<file path="config.mk">
export PLATFORM = sky130hd
export DESIGN_NAME = baud_tick_gen
export DESIGN_NICKNAME = d
export VERILOG_FILES = /design/src/rtl/baudgen_pkg.sv /design/src/rtl/baudgen_div_core.sv /design/src/rtl/baudgen_nco_core.sv /design/src/rtl/baudgen_strobe_div.sv /design/src/rtl/baud_tick_gen.sv
export SDC_FILE = /design/constraint.sdc
export NUM_CORES = 1
export LEC_CHECK = 0
export BUFFER_PORTS_ARGS = -buffer_cell sky130_fd_sc_hd__buf_2
export CORE_ASPECT_RATIO = 0.6
export CORE_MARGIN = 4
export CORE_UTILIZATION = 30
export CTS_CLUSTER_SIZE = 14
export DETAILED_ROUTE_END_ITERATION = 12
export GPL_TIMING_DRIVEN = 0
export HOLD_SLACK_MARGIN = 0.12
export SLEW_MARGIN = 40
export SYNTH_ARGS = -nofsm -noshare
export SYNTH_HDL_FRONTEND = slang
export SYNTH_SLANG_ARGS = --single-unit
</file>
<file path="constraint.sdc">
create_clock -name clk -period 3.2 [get_ports clk]
set_input_delay 0.32 -clock clk [delete_from_list [all_inputs] [get_ports clk]]
set_output_delay 0.32 -clock clk [all_outputs]
set_load 0.02 [all_outputs]
</file>
<file path="src/rtl/baudgen_pkg.sv">
package baudgen_pkg;
  typedef enum logic {
    GEN_DIV = 1'b0,
    GEN_NCO = 1'b1
  } gen_mode_e;

  localparam int unsigned DEF_RELOAD_W = 16;
  localparam int unsigned DEF_OVS      = 16;
endpackage

</file>
<file path="src/rtl/baudgen_div_core.sv">
module baudgen_div_core #(
  parameter int unsigned W = 16
) (
  input  logic         clk,
  input  logic         rst_n,
  input  logic         start,
  input  logic         go,
  input  logic [W-1:0] reload_i,
  output logic         tick_o
);
  logic [W-1:0] cnt_q;
  logic         expire;

  // values 0 and 1 both expire at once: one tick per clock, no wrap
  assign expire = (cnt_q <= W'(1));

  always_ff @(posedge clk or negedge rst_n) begin
    if (!rst_n) begin
      cnt_q  <= '0;
      tick_o <= 1'b0;
    end else if (start) begin
      cnt_q  <= reload_i;
      tick_o <= 1'b0;
    end else if (go) begin
      if (expire) begin
        cnt_q  <= reload_i;
        tick_o <= 1'b1;
      end else begin
        cnt_q  <= cnt_q - W'(1);
        tick_o <= 1'b0;
      end
    end else begin
      tick_o <= 1'b0;
    end
  end
endmodule

</file>
<file path="src/rtl/baudgen_nco_core.sv">
module baudgen_nco_core #(
  parameter int unsigned W = 16
) (
  input  logic         clk,
  input  logic         rst_n,
  input  logic         start,
  input  logic         go,
  input  logic [W-1:0] inc_i,
  output logic         tick_o
);
  logic [W-1:0] acc_q;
  logic [W:0]   sum;

  assign sum = {1'b0, acc_q} + {1'b0, inc_i};

  always_ff @(posedge clk or negedge rst_n) begin
    if (!rst_n) begin
      acc_q  <= '0;
      tick_o <= 1'b0;
    end else if (start) begin
      acc_q  <= '0;
      tick_o <= 1'b0;
    end else if (go) begin
      acc_q  <= sum[W-1:0];
      tick_o <= sum[W];
    end else begin
      tick_o <= 1'b0;
    end
  end
endmodule

</file>
<file path="src/rtl/baudgen_strobe_div.sv">
module baudgen_strobe_div #(
  parameter int unsigned OVS = 16
) (
  input  logic clk,
  input  logic rst_n,
  input  logic active,
  input  logic tick_i,
  output logic strobe_o
);
  localparam int unsigned CW = (OVS > 1) ? $clog2(OVS) : 1;
  localparam logic [CW-1:0] LAST = CW'(OVS - 1);

  logic [CW-1:0] sub_q;

  always_ff @(posedge clk or negedge rst_n) begin
    if (!rst_n) begin
      sub_q <= '0;
    end else if (!active) begin
      sub_q <= '0;
    end else if (tick_i) begin
      sub_q <= (sub_q == LAST) ? '0 : sub_q + CW'(1);
    end
  end

  assign strobe_o = tick_i && (sub_q == LAST);
endmodule

</file>
<file path="src/rtl/baud_tick_gen.sv">
module baud_tick_gen
  import baudgen_pkg::*;
#(
  parameter int unsigned RELOAD_W = DEF_RELOAD_W,
  parameter int unsigned OVS      = DEF_OVS
) (
  input  logic                clk,
  input  logic                rst_n,
  input  logic                run_en,
  input  logic                nco_mode,
  input  logic [RELOAD_W-1:0] reload,
  output logic                tick16,
  output logic                bit_strobe
);
  logic                active_q;
  logic [RELOAD_W-1:0] reload_sh_q;
  gen_mode_e           mode_sh_q;
  logic                start;
  logic                go;
  logic [RELOAD_W-1:0] eff_reload;
  logic                div_tick;
  logic                nco_tick;

  assign start      = run_en && !active_q;
  assign go         = run_en && active_q;
  assign eff_reload = start ? reload : reload_sh_q;

  always_ff @(posedge clk or negedge rst_n) begin
    if (!rst_n) begin
      active_q    <= 1'b0;
      reload_sh_q <= '0;
      mode_sh_q   <= GEN_DIV;
    end else begin
      active_q <= run_en;
      if (start) begin
        reload_sh_q <= reload;
        mode_sh_q   <= gen_mode_e'(nco_mode);
      end
    end
  end

  baudgen_div_core #(.W(RELOAD_W)) i_div (
    .clk      (clk),
    .rst_n    (rst_n),
    .start    (start && (nco_mode == GEN_DIV)),
    .go       (go && (mode_sh_q == GEN_DIV)),
    .reload_i (eff_reload),
    .tick_o   (div_tick)
  );

  baudgen_nco_core #(.W(RELOAD_W)) i_nco (
    .clk    (clk),
    .rst_n  (rst_n),
    .start  (start && (nco_mode == GEN_NCO)),
    .go     (go && (mode_sh_q == GEN_NCO)),
    .inc_i  (eff_reload),
    .tick_o (nco_tick)
  );

  assign tick16 = div_tick || nco_tick;

  baudgen_strobe_div #(.OVS(OVS)) i_strobe (
    .clk      (clk),
    .rst_n    (rst_n),
    .active   (active_q),
    .tick_i   (tick16),
    .strobe_o (bit_strobe)
  );
endmodule

</file>
==> flow_metrics.tcl, run 1 <==
set metrics [dict create \
    status "finished, final reports clean" \
    layout.nets 458 \
    syn_area_um2 3370 \
    slew_violations 0 \
    fillers 1096 \
    reg2reg_from "active_q$_DFF_PN0_" \
    port_buffers 21 \
    multi_input_area_um2 1840 \
    final_common_cell "nand2_1" \
    critPathLaunch "active_q$_DFF_PN0_" \
    die_y_um 90.1 \
    drt_wl_total_um 8980 \
    leakage_nw 1.74 \
    cts.sinks 56 \
    ios 22 \
    utilization 0.360 \
    core-area_um2 10800 \
    ys_async_sr_fraction 1.00 \
    grt_setup_unrepaired "false" \
    viasPerCell 5.33 \
    crit_path_start_kind "flip-flop" \
    crit_chain "buf_2, nand2b_1, clkbuf_4, nand2_1, nand2_1, ha_1, fa_1, nand3_1, nand2_2, a31oi_2, o21ai_0, a211oi_1, nor2_1" \
    tightest_slew_ns 0.603 \
    wl_per_cell_um 16.1 \
    gp_congestion 0.862 \
    yosysUniqueCellTypes 57 \
    maxCapViolCount 0 \
    p_per_area_nw_per_um2 695 \
    ys_warn_count 0 \
    drt_iter0_drc 278 \
    end_kind "flip-flop" \
    drt_drc_violations_left 0 \
    vdd.ir_drop.worst_mv 0.282 \
    cpMaxStageDelayCell "fa_1" \
    die_area_um2 13000 \
    area_growth_pct 15.1 \
    antenna_found_initial 0 \
    ys_seq_elements 56 \
    crit_top_cell "nand2_1" \
    crit_arrival_ns 3.25 \
    drtAntennaViolNets 0 \
    netlist_instances 390 \
    dp_hpwl_um 6560 \
    htreeDepth 2 \
    fmax_mhz 327 \
    synth_flop_cell "dfrtp_1" \
    grt_pass1_vias 2843 \
    numCtsBuffers 5 \
    grt_pass1_wl_um 14500 \
    cts_setup_buffers 0 \
    synth_area_per_cell_um2 8.64 \
    layout_common_cells "nand2_1 (79), dfrtp_1 (56), o21ai_0 (30)" \
    slew_headroom 0.595 \
    hold_class "in2reg" \
    worstPathMaxFanout 10 \
    max_stage_delay_ns 0.42 \
    crit_type "reg2reg" \
    synth_nets 431 \
    synth_edf_count 0 \
    fin_skew_ns 0.0116 \
    min_period_ns 3.06 \
    clk_path_buf_depth 2 \
    clockRootBuffer "clkbuf_16" \
    die_x_um 145 \
    regArea_um2 1400 \
    drtPass1Iterations 5 \
    hold_violations 0 \
    setup_viol 0 \
    initial_core_util 0.313 \
    hold_start "run_en" \
    required_ns 3.40 \
    crit_family "compound AO/OA/AOI/OAI gates" \
    clk_pin_slew_ns 0.08 \
    grtUsageTotal 0.141 \
    cp_num_buf_inv 2 \
    fin_crit_sh 0.956 \
    grt_start_max_net_pins 57 \
    antenna_cells 0 \
    clock_latency_ns 0.31 \
    vias 2961 \
    final_area_um2 3880 \
    rows 29 \
    cts_tree "built" \
    placed_cell_area_um2 3650 \
    grt_overflow 0 \
    drive_above_1_share 0.137 \
    yosysSeqAreaShare 0.416 \
]
[final timing paths]
kind | to | slack [ns] | depth (start not counted)
worst max-delay path | i_nco.tick_o$_DFF_PN0_ | 0.14 | 13
worst min-delay path | active_q$_DFF_PN0_ | 0.14 | 1
worst max register to register | i_nco.tick_o$_DFF_PN0_ | 0.14 | 13
worst min register to register | i_nco.acc_q[10]$_DFFE_PN0P_ | 0.49 | 2
max in group asynchronous | i_nco.acc_q[7]$_DFFE_PN0P_ | 2.26 | 2
min in group asynchronous | i_nco.acc_q[11]$_DFFE_PN0P_ | 0.54 | 2
[cells by family (layout without fill, tap and decap cells)]
logic type | count (synthesis) | count (layout) | share of synthesized area
AND/OR/NAND/NOR | 153 | 153 | 0.210
AO/OA/AOI/OAI | 113 | 113 | 0.210
flip-flops | 56 | 56 | 0.416
buffers and inverters | 33 | 60 | 0.0457
adder cells (fa/ha/maj) | 21 | 21 | 0.0802
XOR/XNOR | 11 | 11 | 0.0286
multiplexers | 3 | 3 | 0.00892
[metrics by stage]
| step | hold slack (ns) | power [W] | setup WS [ns] | instances | TNS [ns] |
|---|---|---|---|---|---|
| 2_1_floorplan | 0.0244 | 0.00171 | 0.443 | 390 | 0 |
| 3_3_place_gp | 0.452 | 0.00191 | -0.279 | 550 | -1.78 |
| 3_5_place_dp | 0.436 | 0.00194 | -0.327 | 550 | -2.51 |
| 4_1_cts | 0.132 | 0.00267 | 0.0429 | 557 | 0 |
| 5_1_grt | 0.140 | 0.00288 | 0.0102 | 556 | 0 |
| 6_report | 0.137 | 0.00269 | 0.142 | 556 | 0 |
[layer usage]
layer	share of wire	vias up	GRT usage
met5	0	-	0
met4	0.015	0	0.0365
met3	0.064	17	0.0451
met2	0.39	93	0.179
met1	0.53	1410	0.224
li1	-	1441	-
[registers in the layout (all words and copies together) (netlist names)]
| register | count |
|---|---|
| i_div.cnt_q | 16 |
| i_nco.acc_q | 16 |
| reload_sh_q | 16 |
| i_strobe.sub_q | 4 |
| active_q | 1 |
| i_div.tick_o | 1 |
| i_nco.tick_o | 1 |
| mode_sh_q | 1 |
[layout make-up]
cell class,instances,share of cell area
Timing Repair Buffer,22,0.0313
Clock buffer,5,0.0323
Multi-Input combinational cell,301,0.475
Buffer,19,0.0278
Sequential cell,56,0.361
Inverter,12,0.0116
Clock inverter,2,0.0155
Tap cell,139,0.0449
[synthesized netlist by cell type (all sizes together), types with 3 or more instances]
cell type  instances  area [um^2]
nand2             82          310
dfrtp             56         1400
o21ai             39          203
a21oi             29          145
ha                20          250
nor2              19         71.3
inv               12         45.0
nand3             12         70.1
nor3              12         76.3
buf               11         71.3
clkbuf            10         37.5
xnor2              8         70.1
o22ai              7         43.8
and2               5         31.3
a31oi              4         25.0
nor2b              4         25.0
o21a               4         30.0
or3                4         25.0
a211oi             3         22.5
a21boi             3         22.5
a22oi              3         32.5
mux2i              3         30.0
nand2b             3         18.8
nand4              3         18.8
o211ai             3         22.5
o22a               3         26.3
xor2               3         26.3
[repair_timing]
action / 4_1_cts / 5_1_grt
setup endpoints to repair: 9 / 10
hold endpoints to repair: 31 / 0
hold buffers: 1 / 0
resized for setup: 1 / 12
[report_power, final]
group          internal (W)  switching (W)
Combinational      0.000387       0.000553
Clock              0.000445       0.000277
Sequential         0.000883       0.000149
Note: power is estimated with default switching activity, not from simulation.
==> run 2, diff against run 1 <==
--- a/config.mk
+++ b/config.mk
@@ -16,4 +16,5 @@
 export SLEW_MARGIN = 40
 export SYNTH_ARGS = -nofsm -noshare
 export SYNTH_HDL_FRONTEND = slang
+export SYNTH_HIERARCHICAL = 1
 export SYNTH_SLANG_ARGS = --single-unit
==> flow_metrics.tcl, run 2 <==
set metrics [dict create \
    die_area_um2 14200 \
    grtUsageTotal 0.143 \
    p_clk_frac 0.240 \
    clk_pin_slew_ns 0.07 \
    p_per_area_nw_per_um2 699 \
    hold_violations 0 \
    synth_top_family_by_area "compound AO/OA/AOI/OAI gates" \
    hold_class "in2reg" \
    yosysUniqueCellTypes 76 \
    crit_arrival_ns 3.30 \
    numCtsBuffers 5 \
    drive_above_1_share 0.185 \
    synth_fa_ha_area_frac 0.0701 \
    crit_top_cell "o21ai_0" \
    ys_warn_count 6 \
    core-area_um2 12000 \
    swShare 0.379 \
    maxCapViolCount 0 \
    clock_latency_ns 0.30 \
    setup_viol 0 \
    drtAntennaViolNets 0 \
    hold_start "run_en" \
    yosysSeqAreaShare 0.381 \
    syn_area_um2 3680 \
    initial_core_util 0.306 \
    crit_path_start_kind "flip-flop" \
    synth_compound_area_frac 0.214 \
    synth_xor_area_frac 0.0119 \
    muxShareOfSynthArea 0.0820 \
    drt_iter0_drc 264 \
    ios 22 \
    leakage_nw 1.79 \
    layout.nets 441 \
    setup_tns_ns 0 \
    max_stage_delay_ns 0.59 \
    cpMaxStageDelayCell "o21ai_0" \
    top_regs "i_div/cnt_q (16), i_nco/acc_q (16), reload_sh_q (16)" \
    drt_wl_total_um 9600 \
    clk_path_buf_depth 2 \
    grt_pass1_vias 2955 \
    ff2ff_setup_slack_ns 0.09 \
    antenna_found_initial 0 \
    port_buffers 21 \
    cts_tree "built" \
    synth_top_cell_by_area "dfrtp_1" \
    grt_start_max_net_pins 57 \
    grt_setup_unrepaired "false" \
    reg2reg_from "active_q$_DFF_PN0_" \
    switchingPower_w 0.00112 \
    fmax_mhz 321 \
    min_period_ns 3.11 \
    die_x_um 151 \
    wl_per_cell_um 17.0 \
    htreeDepth 2 \
    layout_common_cells "dfrtp_1 (55), a21oi_1 (32), nor2_1 (30)" \
    combPwrFrac 0.414 \
    tightest_slew_ns 0.667 \
    viasPerCell 5.38 \
    crit_type "reg2reg" \
    yosysTopAreaCellShare 0.381 \
    final_common_cell "dfrtp_1" \
    holdPathStages 1 \
    synth_area_per_cell_um2 9.94 \
    antenna_cells 0 \
    dp_hpwl_um 7260 \
    die_y_um 93.8 \
    synth-simple-area-share 0.203 \
    slew_headroom 0.551 \
    min_to "active_q$_DFF_PN0_" \
    ys_seq_elements 56 \
    status "finished, final reports clean" \
    clockRootBuffer "clkbuf_16" \
    rows 31 \
    regToRegEndpoint "i_nco/acc_q[11]$_DFFE_PN0P_" \
    grt_pass1_wl_um 15900 \
    synth.most_common_cell "dfrtp_1" \
    yosys-top-cells-area "dfrtp_1 (38%), ha_1 (6.5%), a21oi_1 (4.4%)" \
    grt_overflow 0 \
    ys_async_sr_fraction 1.00 \
    synth_edf_count 0 \
    fin_skew_ns 0.00824 \
    finalPower_w 0.00294 \
    drtPass1Iterations 5 \
    gp_congestion 0.927 \
    reg2regPathDepth 9 \
    power.internal_w 0.00183 \
    vias 3046 \
    vdd.ir_drop.worst_mv 0.300 \
    required_ns 3.39 \
    p_seq_frac 0.345 \
    slew_violations 0 \
    synth_nets 410 \
    synth_flop_cell "dfrtp_1" \
    utilization 0.350 \
    area_growth_pct 14.5 \
    synthTopCellsByCount "dfrtp_1 (56), a21oi_1 (32), nor2_1 (30)" \
    cts.sinks 56 \
    worstPathMaxFanout 10 \
    crit_chain "nand2b_4, buf_6, mux2_2, ha_1, a211oi_1, o21bai_1, o21ai_0, o21ai_0, a221o_1" \
    fin_crit_sh 0.973 \
    drt_drc_violations_left 0 \
    end_kind "flip-flop" \
    netlist_instances 370 \
]
==> run 2: changes by cell type in the layout (fill, tap and decap cells not counted), moves of 5 or more <==
cell / before / now
nor2_1: 19 / 30
nand3_1: 10 / 18
nand3b_1: 1 / 6
buf_2: 25 / 20
nand4_1: 3 / 8
mux2_4: 0 / 8
o21ai_0: 30 / 15
a21o_1: 0 / 5
nand2_1: 79 / 21
mux2_2: 0 / 9
mux2i_1: 3 / 8
==> run 2: layout make-up <==
class | instances | area [um^2]
Fill cell | 1244 | 7820
Multi-Input combinational cell | 289 | 2140
Sequential cell | 56 | 1400
Tap cell | 165 | 206
Timing Repair Buffer | 24 | 136
Clock buffer | 5 | 125
Buffer | 11 | 86.3
Clock inverter | 2 | 60.1
Inverter | 14 | 52.6
==> run 2: how the worst max path moves through the flow <==
stage	startpoint	end	slack (ns)	depth (start not counted)
4_1_cts	active_q$_DFF_PN0_	i_nco/acc_q[11]$_DFFE_PN0P_	0.04	9
3_3_place_gp	active_q$_DFF_PN0_	i_nco/acc_q[11]$_DFFE_PN0P_	0.11	9
5_1_grt	active_q$_DFF_PN0_	i_nco/tick_o$_DFF_PN0_	0.01	12
3_5_place_dp	active_q$_DFF_PN0_	i_nco/acc_q[10]$_DFFE_PN0P_	0.06	11
6_report	active_q$_DFF_PN0_	i_nco/acc_q[11]$_DFFE_PN0P_	0.09	9
2_1_floorplan	active_q$_DFF_PN0_	i_nco/acc_q[14]$_DFFE_PN0P_	0.36	10
==> run 2: routing by layer <==
metal | track usage | share of wire | up-vias
li1 | - | - | 1458
met4 | 0.0249 | 0.0079 | 0
met1 | 0.235 | 0.55 | 1498
met5 | 0 | 0 | -
met2 | 0.188 | 0.37 | 84
met3 | 0.0284 | 0.071 | 6
==> run 2: power by group through the flow <==
stage / Combinational, W / Clock [W] / Sequential (W)
after floorplan: 0.000917 / 0 / 0.000989
after global placement: 0.00116 / 0 / 0.00102
after detailed placement: 0.00119 / 0 / 0.00103
after CTS: 0.00119 / 0.000731 / 0.00101
after global routing: 0.00136 / 0.000762 / 0.00104
final: 0.00122 / 0.000707 / 0.00102
==> run 2: worst max-delay path, delay by kind of cell (launching register included) <==
family	cells	cell delay [ns]
mux	1	0.40
flops	1	0.38
fa+ha+maj	1	0.32
simple gates	1	0.12
buf+inv	1	0.17
compound gates	5	1.61
==> run 2: stage by stage <==
step / hold WS, ns / cells / worst slack, ns / instance area, um^2
after global placement: 0.473 / 556 / 0.109 / 3990
after detailed placement: 0.443 / 556 / 0.0569 / 3990
after CTS: 0.121 / 563 / 0.0428 / 4180
after global routing: 0.194 / 566 / 0.0117 / 4210
final: 0.204 / 566 / 0.0856 / 4210
after floorplan: 0.0244 / 370 / 0.356 / 3680
==> run 2: logic make-up after synthesis <==
| logic type | after synthesis |
|---|---|
| AOI/OAI and AO/OA | 109 |
| DFF | 56 |
| muxes | 25 |
| buffers and inverters | 25 |
| xor gates and xnor gates | 5 |
| and+or+nand+nor | 130 |
| adders and majority gates | 20 |
==> run 2: what timing repair did <==
action,CTS,global route
hold endpoints to repair,0,56
buffers inserted,0,2
setup endpoints to repair,0,4
gates resized for setup,0,2
hold buffers,0,1
==> run 3, diff against run 2 <==
--- a/config.mk
+++ b/config.mk
@@ -8,7 +8,7 @@
 export BUFFER_PORTS_ARGS = -buffer_cell sky130_fd_sc_hd__buf_2
 export CORE_ASPECT_RATIO = 0.6
 export CORE_MARGIN = 4
-export CORE_UTILIZATION = 30
+export CORE_UTILIZATION = 25
 export CTS_CLUSTER_SIZE = 14
 export DETAILED_ROUTE_END_ITERATION = 12
 export GPL_TIMING_DRIVEN = 0
==> flow_metrics.tcl, run 3 (same netlist as run 2, synthesis figures left out) <==
set metrics [dict create \
    drtPass1Iterations 4 \
    initial_core_util 0.254 \
    top_regs "i_div/cnt_q (16), i_nco/acc_q (16), reload_sh_q (16)" \
    end_kind "flip-flop" \
    slew_headroom 0.532 \
    reg2regPathDepth 11 \
    grtUsageTotal 0.125 \
    grt_setup_unrepaired "false" \
    layout.nets 441 \
    p_per_area_nw_per_um2 697 \
    fin_crit_sh 0.960 \
    ff2ff_setup_slack_ns 0.13 \
    rows 34 \
    max_stage_delay_ns 0.46 \
    holdPathStages 1 \
    grt_start_max_net_pins 57 \
    slew_violations 0 \
    fin_skew_ns 0.00608 \
    antenna_found_initial 0 \
    cts_tree "built" \
    min_period_ns 3.07 \
    grt_pass1_wl_um 16300 \
    crit_path_start_kind "flip-flop" \
    cts.sinks 56 \
    area_growth_pct 16.4 \
    gp_congestion 0.922 \
    layout_common_cells "dfrtp_1 (55), a21oi_1 (31), nor2_1 (30)" \
    min_to "active_q$_DFF_PN0_" \
    reg2reg_from "active_q$_DFF_PN0_" \
    status "finished, final reports clean" \
    drt_iter0_drc 260 \
    htreeDepth 2 \
    crit_type "reg2reg" \
    die_x_um 165 \
    clk_pin_slew_ns 0.07 \
    final_common_cell "dfrtp_1" \
    clk_path_buf_depth 2 \
    place_inst 589 \
    drive_above_1_share 0.190 \
    hold_start "run_en" \
    clockRootBuffer "clkbuf_16" \
    port_buffers 21 \
    numCtsBuffers 5 \
    stdcell_count 599 \
    vias 2989 \
    wl_per_cell_um 16.6 \
    setup_tns_ns 0 \
    drtAntennaViolNets 0 \
    grt_pass1_vias 2925 \
    hold_class "in2reg" \
    grt_overflow 0 \
    tightest_slew_ns 0.699 \
    drt_drc_violations_left 0 \
    maxCapViolCount 0 \
    die_y_um 102 \
    regToRegEndpoint "i_nco/acc_q[10]$_DFFE_PN0P_" \
    clock_latency_ns 0.30 \
    die_area_um2 16800 \
    ios 22 \
    vdd.ir_drop.worst_mv 0.246 \
    hold_violations 0 \
    antenna_cells 0 \
    viasPerCell 4.99 \
    crit_chain "nand2b_4, buf_8, mux2_4, ha_1, inv_1, fa_2, nor2b_1, o31ai_4, a2111oi_4, or3_2, a32o_1" \
    leakage_nw 1.80 \
    cpMaxStageDelayCell "o31ai_4" \
    drt_wl_total_um 9920 \
    core-area_um2 14500 \
    crit_arrival_ns 3.27 \
    setup_viol 0 \
    fmax_mhz 325 \
    worstPathMaxFanout 10 \
    dp_hpwl_um 7510 \
    required_ns 3.39 \
]
-- run 3: worst max path at each step --
stage / start / to
after floorplan: active_q$_DFF_PN0_ / i_nco/acc_q[14]$_DFFE_PN0P_
after global placement: active_q$_DFF_PN0_ / i_nco/acc_q[11]$_DFFE_PN0P_
after detailed placement: active_q$_DFF_PN0_ / i_nco/acc_q[11]$_DFFE_PN0P_
after CTS: active_q$_DFF_PN0_ / i_nco/acc_q[11]$_DFFE_PN0P_
after global routing: active_q$_DFF_PN0_ / i_nco/acc_q[10]$_DFFE_PN0P_
final: active_q$_DFF_PN0_ / i_nco/acc_q[10]$_DFFE_PN0P_
-- run 3: what timing repair did --
action                                  in CTS  in global routing
buffers inserted                             0                  2
resized for setup                            0                  8
endpoints found under the setup margin       0                  6
hold endpoints to repair                    10                  0
hold buffers                                 1                  0
-- run 3: cell type report --
type | instances | area (um^2)
Fill cell | 1536 | 10200
Multi-Input combinational cell | 289 | 2160
Sequential cell | 56 | 1400
Tap cell | 198 | 248
Timing Repair Buffer | 24 | 136
Clock buffer | 5 | 125
Buffer | 11 | 90.1
Clock inverter | 2 | 60.1
Inverter | 14 | 52.6
-- run 3: report_power, final --
part | internal, W | switching [W]
sequential | 0.000875 | 0.000139
clock | 0.000445 | 0.000272
combinational | 0.000510 | 0.000741
total | 0.00183 | 0.00115
-- run 3: worst max-delay path: cells and delay by family, from the launching register on --
| kind | cells | cell delay, ns |
|---|---|---|
| multiplexers | 1 | 0.32 |
| AND/OR/NAND/NOR | 3 | 0.69 |
| AO/OA/AOI/OAI | 3 | 0.85 |
| buffers and inverters | 2 | 0.23 |
| flip-flops | 1 | 0.43 |
| adder cells (fa/ha/maj) | 2 | 0.44 |
-- run 3: layer usage --
metal / GRT usage / routed length (um) / part of all wire
met5: 0 / 0 / 0
met4: 0.0160 / 25 / 0.0025
met3: 0.0387 / 908 / 0.092
met2: 0.155 / 3530 / 0.36
met1: 0.208 / 5460 / 0.55
-- run 3: stage by stage --
stage                util  cell area [um^2]  worst slack [ns]  total power, W  hold slack, ns
floorplan               -              3680             0.356         0.00191          0.0244
global placement    0.279              4030            0.0672         0.00219           0.472
detailed placement  0.279              4030            0.0567         0.00222           0.444
CTS                 0.292              4230           0.00914         0.00295           0.190
global route        0.296              4280           0.00360         0.00322           0.192
finish              0.296              4280             0.127         0.00298           0.193
